--- src/rtl/tw_pkg.sv ---
package tw_pkg;
  localparam logic [3:0] DEV_TYPE  = 4'b1010;
  localparam logic [2:0] SPACE_POT = 3'b111;
  localparam logic [2:0] SPACE_CSR = 3'b010;
  localparam logic [7:0] REG_ADDR  = 8'hFF;
  localparam logic [7:0] UNLOCK_A  = 8'h02;
  localparam logic [7:0] UNLOCK_B  = 8'h06;
  localparam int         RSVD_BIT  = 4;

  typedef enum logic [2:0] {
    ST_IDLE, ST_DEV, ST_REG, ST_DATA, ST_EXTRA, ST_SKIP
  } twState_t;

  // control -> datapath
  typedef struct packed {
    logic ackArm;
    logic busClear;
  } ctlStrobes_t;

  // datapath -> control
  typedef struct packed {
    logic       start;
    logic       stop;
    logic       byteDone;
    logic [7:0] rxByte;
  } busEvt_t;
endpackage

--- src/rtl/tw_bitpath.sv ---
module tw_bitpath import tw_pkg::*; #(
  parameter int SYNC_STAGES = 2
) (
  input  logic        clk,
  input  logic        rstN,
  input  logic        sclIn,
  input  logic        sdaIn,
  input  ctlStrobes_t strb,
  output busEvt_t     evt,
  output logic        sdaPullLow
);
  localparam int FRAME_BITS = 9;
  localparam int CNT_W      = $clog2(FRAME_BITS);

  logic [SYNC_STAGES-1:0] sclPipe, sdaPipe;
  logic sclS, sdaS, sclPrev, sdaPrev;
  logic sclRise, sclFall;
  logic [CNT_W-1:0] bitCnt;
  logic [6:0] shiftReg;
  logic ackArmed, inAck;

  assign sclS = sclPipe[SYNC_STAGES-1];
  assign sdaS = sdaPipe[SYNC_STAGES-1];

  always_ff @(posedge clk or negedge rstN) begin
    if (!rstN) begin
      sclPipe <= '1;
      sdaPipe <= '1;
      sclPrev <= 1'b1;
      sdaPrev <= 1'b1;
    end else begin
      sclPipe <= {sclPipe[SYNC_STAGES-2:0], sclIn};
      sdaPipe <= {sdaPipe[SYNC_STAGES-2:0], sdaIn};
      sclPrev <= sclS;
      sdaPrev <= sdaS;
    end
  end

  assign sclRise = sclS & ~sclPrev;
  assign sclFall = ~sclS & sclPrev;

  assign evt.start    = sclS & sclPrev & ~sdaS & sdaPrev;
  assign evt.stop     = sclS & sclPrev & sdaS & ~sdaPrev;
  assign evt.byteDone = sclRise && (bitCnt == CNT_W'(7));
  assign evt.rxByte   = {shiftReg, sdaS};

  always_ff @(posedge clk or negedge rstN) begin
    if (!rstN) begin
      bitCnt   <= '0;
      shiftReg <= '0;
    end else if (evt.start) begin
      bitCnt   <= '0;
      shiftReg <= '0;
    end else if (sclRise) begin
      shiftReg <= {shiftReg[5:0], sdaS};
      bitCnt   <= (bitCnt == CNT_W'(FRAME_BITS-1)) ? '0 : bitCnt + 1'b1;
    end
  end

  always_ff @(posedge clk or negedge rstN) begin
    if (!rstN) begin
      ackArmed   <= 1'b0;
      inAck      <= 1'b0;
      sdaPullLow <= 1'b0;
    end else if (strb.busClear) begin
      ackArmed   <= 1'b0;
      inAck      <= 1'b0;
      sdaPullLow <= 1'b0;
    end else begin
      if (strb.ackArm) ackArmed <= 1'b1;
      if (sclFall) begin
        if (ackArmed) begin
          sdaPullLow <= 1'b1;
          inAck      <= 1'b1;
          ackArmed   <= 1'b0;
        end else if (inAck) begin
          sdaPullLow <= 1'b0;
          inAck      <= 1'b0;
        end
      end
    end
  end

  // the acknowledge pull may only begin while the clock is low
  p_ack_rise_scl_low_r12: assert property (@(posedge clk) disable iff (!rstN)
    $rose(sdaPullLow) |-> !sclS);
  // release happens on a low clock or on a bus condition
  p_ack_fall_scl_low_r12: assert property (@(posedge clk) disable iff (!rstN)
    $fell(sdaPullLow) |-> (!sclS || $past(strb.busClear)));
endmodule

--- src/rtl/tw_regctl.sv ---
module tw_regctl import tw_pkg::*; #(
  parameter int BUSY_CYCLES = 400
) (
  input  logic        clk,
  input  logic        rstN,
  input  busEvt_t     evt,
  output ctlStrobes_t strb,
  output logic        potActive,
  output logic        regWrStb,
  output logic [7:0]  regWrData,
  output logic        nvCommit,
  output logic        wel,
  output logic        rwel,
  output logic        busy
);
  localparam int BUSY_W = $clog2(BUSY_CYCLES + 1);

  twState_t st;
  logic [BUSY_W-1:0] busyCnt;
  logic [7:0] dataReg;
  logic [7:0] rx;

  assign rx   = evt.rxByte;
  assign busy = (busyCnt != '0);

  always_comb begin
    strb.ackArm   = 1'b0;
    strb.busClear = evt.start | evt.stop;
    if (evt.byteDone) begin
      unique case (st)
        ST_DEV: if (!busy && rx[7:4] == DEV_TYPE) begin
          if (rx[3:1] == SPACE_CSR)      strb.ackArm = 1'b1;
          else if (rx[3:1] == SPACE_POT) strb.ackArm = rx[0] | wel;
        end
        ST_REG:  strb.ackArm = (rx == REG_ADDR);
        ST_DATA: strb.ackArm = 1'b1;
        default: strb.ackArm = 1'b0;
      endcase
    end
  end

  always_ff @(posedge clk or negedge rstN) begin
    if (!rstN) begin
      st        <= ST_IDLE;
      potActive <= 1'b0;
      regWrStb  <= 1'b0;
      nvCommit  <= 1'b0;
      regWrData <= '0;
      wel       <= 1'b0;
      rwel      <= 1'b0;
      busyCnt   <= '0;
      dataReg   <= '0;
    end else begin
      regWrStb <= 1'b0;
      nvCommit <= 1'b0;
      if (busy) busyCnt <= busyCnt - 1'b1;
      if (evt.start) begin
        st        <= ST_DEV;
        potActive <= 1'b0;
      end else if (evt.stop) begin
        st        <= ST_IDLE;
        potActive <= 1'b0;
        if (st == ST_EXTRA && !dataReg[RSVD_BIT]) begin
          if (dataReg == UNLOCK_A) wel <= 1'b1;
          else if (dataReg == UNLOCK_B) begin
            if (wel) rwel <= 1'b1;
          end else if (wel && rwel) begin
            regWrStb  <= 1'b1;
            nvCommit  <= 1'b1;
            regWrData <= dataReg;
            busyCnt   <= BUSY_W'(BUSY_CYCLES);
          end
        end
      end else if (evt.byteDone) begin
        unique case (st)
          ST_DEV: if (strb.ackArm) begin
            st        <= (rx[3:1] == SPACE_CSR && !rx[0]) ? ST_REG : ST_SKIP;
            potActive <= (rx[3:1] == SPACE_POT);
          end else st <= ST_SKIP;
          ST_REG:  st <= strb.ackArm ? ST_DATA : ST_SKIP;
          ST_DATA: begin
            dataReg <= rx;
            st      <= ST_EXTRA;
          end
          default: st <= st;
        endcase
      end
    end
  end

  p_rwel_needs_wel_r6: assert property (@(posedge clk) disable iff (!rstN)
    rwel |-> wel);
  p_commit_gated_r8: assert property (@(posedge clk) disable iff (!rstN)
    nvCommit |-> (wel && rwel && regWrStb));
  p_busy_on_commit_r11: assert property (@(posedge clk) disable iff (!rstN)
    nvCommit |-> busy);
  p_no_ack_busy_r11: assert property (@(posedge clk) disable iff (!rstN)
    (evt.byteDone && st == ST_DEV && busy) |-> !strb.ackArm);
  p_single_data_ack_r5: assert property (@(posedge clk) disable iff (!rstN)
    (evt.byteDone && st == ST_EXTRA) |-> !strb.ackArm);
endmodule

--- src/rtl/tw_slave_top.sv ---
module tw_slave_top import tw_pkg::*; #(
  parameter int SYNC_STAGES = 2,
  parameter int BUSY_CYCLES = 400
) (
  input  logic       clk,
  input  logic       rstN,
  input  logic       sclIn,
  input  logic       sdaIn,
  output logic       sdaPullLow,
  output logic       potActive,
  output logic       regWrStb,
  output logic [7:0] regWrData,
  output logic       nvCommit,
  output logic       welOut,
  output logic       rwelOut,
  output logic       busy
);
  ctlStrobes_t strb;
  busEvt_t     evt;

  tw_bitpath #(.SYNC_STAGES(SYNC_STAGES)) i_bitpath (
    .clk(clk), .rstN(rstN), .sclIn(sclIn), .sdaIn(sdaIn),
    .strb(strb), .evt(evt), .sdaPullLow(sdaPullLow)
  );

  tw_regctl #(.BUSY_CYCLES(BUSY_CYCLES)) i_regctl (
    .clk(clk), .rstN(rstN), .evt(evt), .strb(strb),
    .potActive(potActive), .regWrStb(regWrStb), .regWrData(regWrData),
    .nvCommit(nvCommit), .wel(welOut), .rwel(rwelOut), .busy(busy)
  );
endmodule

--- config.mk ---
export PLATFORM = sky130hd
export DESIGN_NAME = tw_slave_top
export DESIGN_NICKNAME = d
export VERILOG_FILES = /design/src/rtl/tw_pkg.sv /design/src/rtl/tw_bitpath.sv /design/src/rtl/tw_regctl.sv /design/src/rtl/tw_slave_top.sv
export SDC_FILE = /design/constraint.sdc
export NUM_CORES = 1
export LEC_CHECK = 0
export BUFFER_PORTS_ARGS = -buffer_cell sky130_fd_sc_hd__buf_2
export CORE_ASPECT_RATIO = 0.8
export CORE_MARGIN = 2
export CORE_UTILIZATION = 59
export DETAILED_ROUTE_END_ITERATION = 10
export PLACE_DENSITY = 0.79
export RECOVER_POWER = 25
export SLEW_MARGIN = 20
export SYNTH_ARGS = -nofsm -noshare
export SYNTH_HDL_FRONTEND = slang
export SYNTH_SLANG_ARGS = --single-unit
--- constraint.sdc ---
create_clock -name clk -period 2.55 [get_ports clk]
set_input_delay 0.1275 -clock clk [delete_from_list [all_inputs] [get_ports clk]]
set_output_delay 0.1275 -clock clk [all_outputs]
set_load 0.01 [all_outputs]
==> run_results.csv <==
group,metric,value,unit
cts,clkLatencyLatePin,0.31,ns
pwr,pwr-share-clk,0.306,
yosys,synth_edf_count,0,
cts,clockRootBuffer,"clkbuf_8",
pwr,power.density,597,mW/mm^2
sta,min_period,2.33,ns
routing,postRouteAntennaNets,0,
sta,finalMaxSlewViolations,0,
yosys,syn_avg_cell_area,11.0,sq um
die,ios,19,
yosys,syn-num-nets,222,
die,start_util,0.620,
cts,cts_tree,"done",
cts,cts_setup_buffers,0,
worst_setup_path,crit_path_end_kind,"output pin",
sta,setup_ws,0.219,ns
yosys,yosys.area.top_type,"dfrtp_1",
die,die_y,60.7,microns
cts,h-tree-depth,2,
routing,drcViolationCount,0,
yosys,synth_cell_type_count,49,
routing,vias_per_cell,5.70,
final_layout,diodes,0,
routing,avgRoutedWirePerCell,15.1,microns
worst_setup_path,path_max_fanout,7,
die,placeableCoreArea,0.00383,sq mm
die,fp-row-count,20,
placed_design,hpwl,3140,microns
worst_setup_path,critPathKind,"reg2out",
grt,grt_pass1_vias,1555,
cts,postCtsHoldBufs,3,
yosys,synth_top_cell_area_share,0.485,
placed_design,pre_cts_slack,0.270,ns
sta,hold_viol_final,0,
sta,hold_ws,0.360,ns
cts,cts_resized,0,
sta,max_freq,429,MHz
yosys,synth_flop_cell,"dfrtp_1",
sta,tightest_slew,1.13,ns
placed_design,dp_cells,286,
pwr,comb_power_share,0.099,
placed_design,place.gp.congestion,0.847,
pwr,internal_power,0.00115,W
placed_design,numPortBuffers,18,
worst_setup_path,r2r_slack,0.23,ns
final_layout,final_cells,297,
pwr,pwr-share-seq,0.596,
cts,path_clk_slew,0.09,ns
cts,cts_buffers,5,
yosys,ys_top_cells_by_count,"dfrtp_1, nand2_1, mux2_2",
sta,rsz0062_at_grt,"no",
worst_setup_path,cp-start-kind,"register",
grt,grt_pass1_wl,7280,microns
yosys,synth.area.top_cells,"dfrtp_1, mux2_2, dfstp_2",
routing,vias,1692,
worst_setup_path,worstPathRequired,2.42,ns
yosys,async_reset_ff_frac,1.00,
routing,wl,4480,microns
sta,period_share,0.914,
final_layout,nFillCells,292,
yosys,yosysMostFrequentCell,"dfrtp_1",
yosys,yosys_warnings,0,
job,drv_cap,0,
min_path,min_path_type,"reg2reg",
worst_setup_path,cp.arrival,2.20,ns
sta,skew,0.00584,ns
final_layout,drive_above_1_share,0.227,
routing,drt-pass1-iter-count,4,
cts,cts.sinks,52,
grt,grt_overflow_total,0,
routing,drtIter0Drc,104,
yosys,ys_seq_elements,52,
final_layout,multi_input_area,996,sq um
grt,grt_antenna_before_repair,0,
pwr,ir_worst_vdd,0.535,mV
pwr,sw_frac_of_total,0.277,
die,die_area,0.00455,sq mm
run_status,outcome,"finished clean",
sta,relSlewSlack,0.245,
sta,finalSetupTns,0,ns
grt,grt_max_degree,23,
final_layout,regArea,0.00131,sq mm
yosys,yosysSeqAreaShare,0.551,
grt,grt_usage,0.216,
final_layout,area_growth_syn_to_layout,12.1,%
die,die_x,74.9,microns
sta,setup_viol,0,
pwr,p_leak,1.25,nW
final_layout,nNetsFinal,248,
pwr,switchingPower,0.000441,W
cts,cts_buffer_depth,2,
yosys,synthCells,215,
yosys,synthesis.area,0.00237,sq mm
[cells in the final DEF (no fill, tap or decap), types with 6 or more instances in the layout]
| cell type | n |
|---|---|
| dfrtp_1 | 46 |
| buf_2 | 14 |
| o31ai_1 | 6 |
| buf_4 | 6 |
| nand2_1 | 25 |
| mux2_2 | 15 |
| nor2_1 | 11 |
| inv_1 | 7 |
| a21oi_1 | 13 |
[sequential cells by signal, summed over array words and instances, names as in the netlist, 2 cells and up]
name,cells
i_bitpath.bitCnt,4
i_bitpath.sclPipe,2
i_bitpath.sdaPipe,2
i_bitpath.shiftReg,7
i_regctl.busyCnt,9
i_regctl.dataReg,8
i_regctl.regWrData,8
i_regctl.st,3
[metrics by stage]
| stage | util | power, W | instance area [sq um] |
|---|---|---|---|
| after floorplan | - | 0.00105 | 2370 |
| after global placement | 0.664 | 0.00110 | 2540 |
| after detailed placement | 0.664 | 0.00111 | 2540 |
| after CTS | 0.697 | 0.00160 | 2670 |
| after global routing | 0.695 | 0.00166 | 2660 |
| final | 0.695 | 0.00159 | 2660 |
[kinds of logic (layout without fill, tap and decap cells)]
family                     count (synthesis)  after routing  synth area share
DFF                                       52             52             0.551
adders and majority gates                  3              3            0.0158
and+or+nand+nor                           81             81             0.190
xor gates and xnor gates                   7              7            0.0258
AOI/OAI and AO/OA                         41             41             0.117
buffers and inverters                     16             43            0.0290
muxes                                     15             15            0.0712
[power groups by stage]
stage | clock network, W | registers (W) | logic [W]
2_1_floorplan | 0 | 0.000932 | 0.000121
3_5_place_dp | 0 | 0.000959 | 0.000156
6_report | 0.000485 | 0.000946 | 0.000157
5_1_grt | 0.000530 | 0.000954 | 0.000179
4_1_cts | 0.000495 | 0.000944 | 0.000159
3_3_place_gp | 0 | 0.000956 | 0.000149
[metal layers]
| layer | share of wire | up-vias | global-route usage |
|---|---|---|---|
| li1 | - | 825 | - |
| met1 | 0.49 | 817 | 0.310 |
| met2 | 0.45 | 40 | 0.321 |
| met3 | 0.042 | 10 | 0.0515 |
| met4 | 0.019 | 0 | 0.0842 |
| met5 | 0 | - | 0 |
[critical path, cell delays in order (launching register included)]
cell and delay [ns]:
dfrtp_1 0.42, inv_1 0.07, ha_1 0.19, or3b_2 0.49, or3_1 0.40, buf_4 0.19
buf_2 0.14
[cell type report]
cell class / instances / area share
Clock buffer: 5 / 0.0259
Clock inverter: 3 / 0.0103
Inverter: 7 / 0.00988
Multi-Input combinational cell: 147 / 0.374
Sequential cell: 52 / 0.492
Tap cell: 55 / 0.0259
Timing Repair Buffer: 28 / 0.0616
[final timing paths]
| kind | start | end | depth (start not counted) |
|---|---|---|---|
| worst min register to register | i_bitpath.sdaPipe[0] | i_bitpath.sdaPipe[1] | 0 |
| max in group asynchronous | rstN | i_bitpath.sdaPipe[1] | 3 |
| worst max-delay path | i_regctl.busyCnt[0] | busy | 6 |
| worst min-delay path | i_bitpath.sdaPipe[0] | i_bitpath.sdaPipe[1] | 0 |
| min in group asynchronous | rstN | i_bitpath.bitCnt[1] | 2 |
| worst max register to register | i_regctl.busyCnt[0] | i_regctl.potActive | 6 |
(Power assumes the default switching activity.)
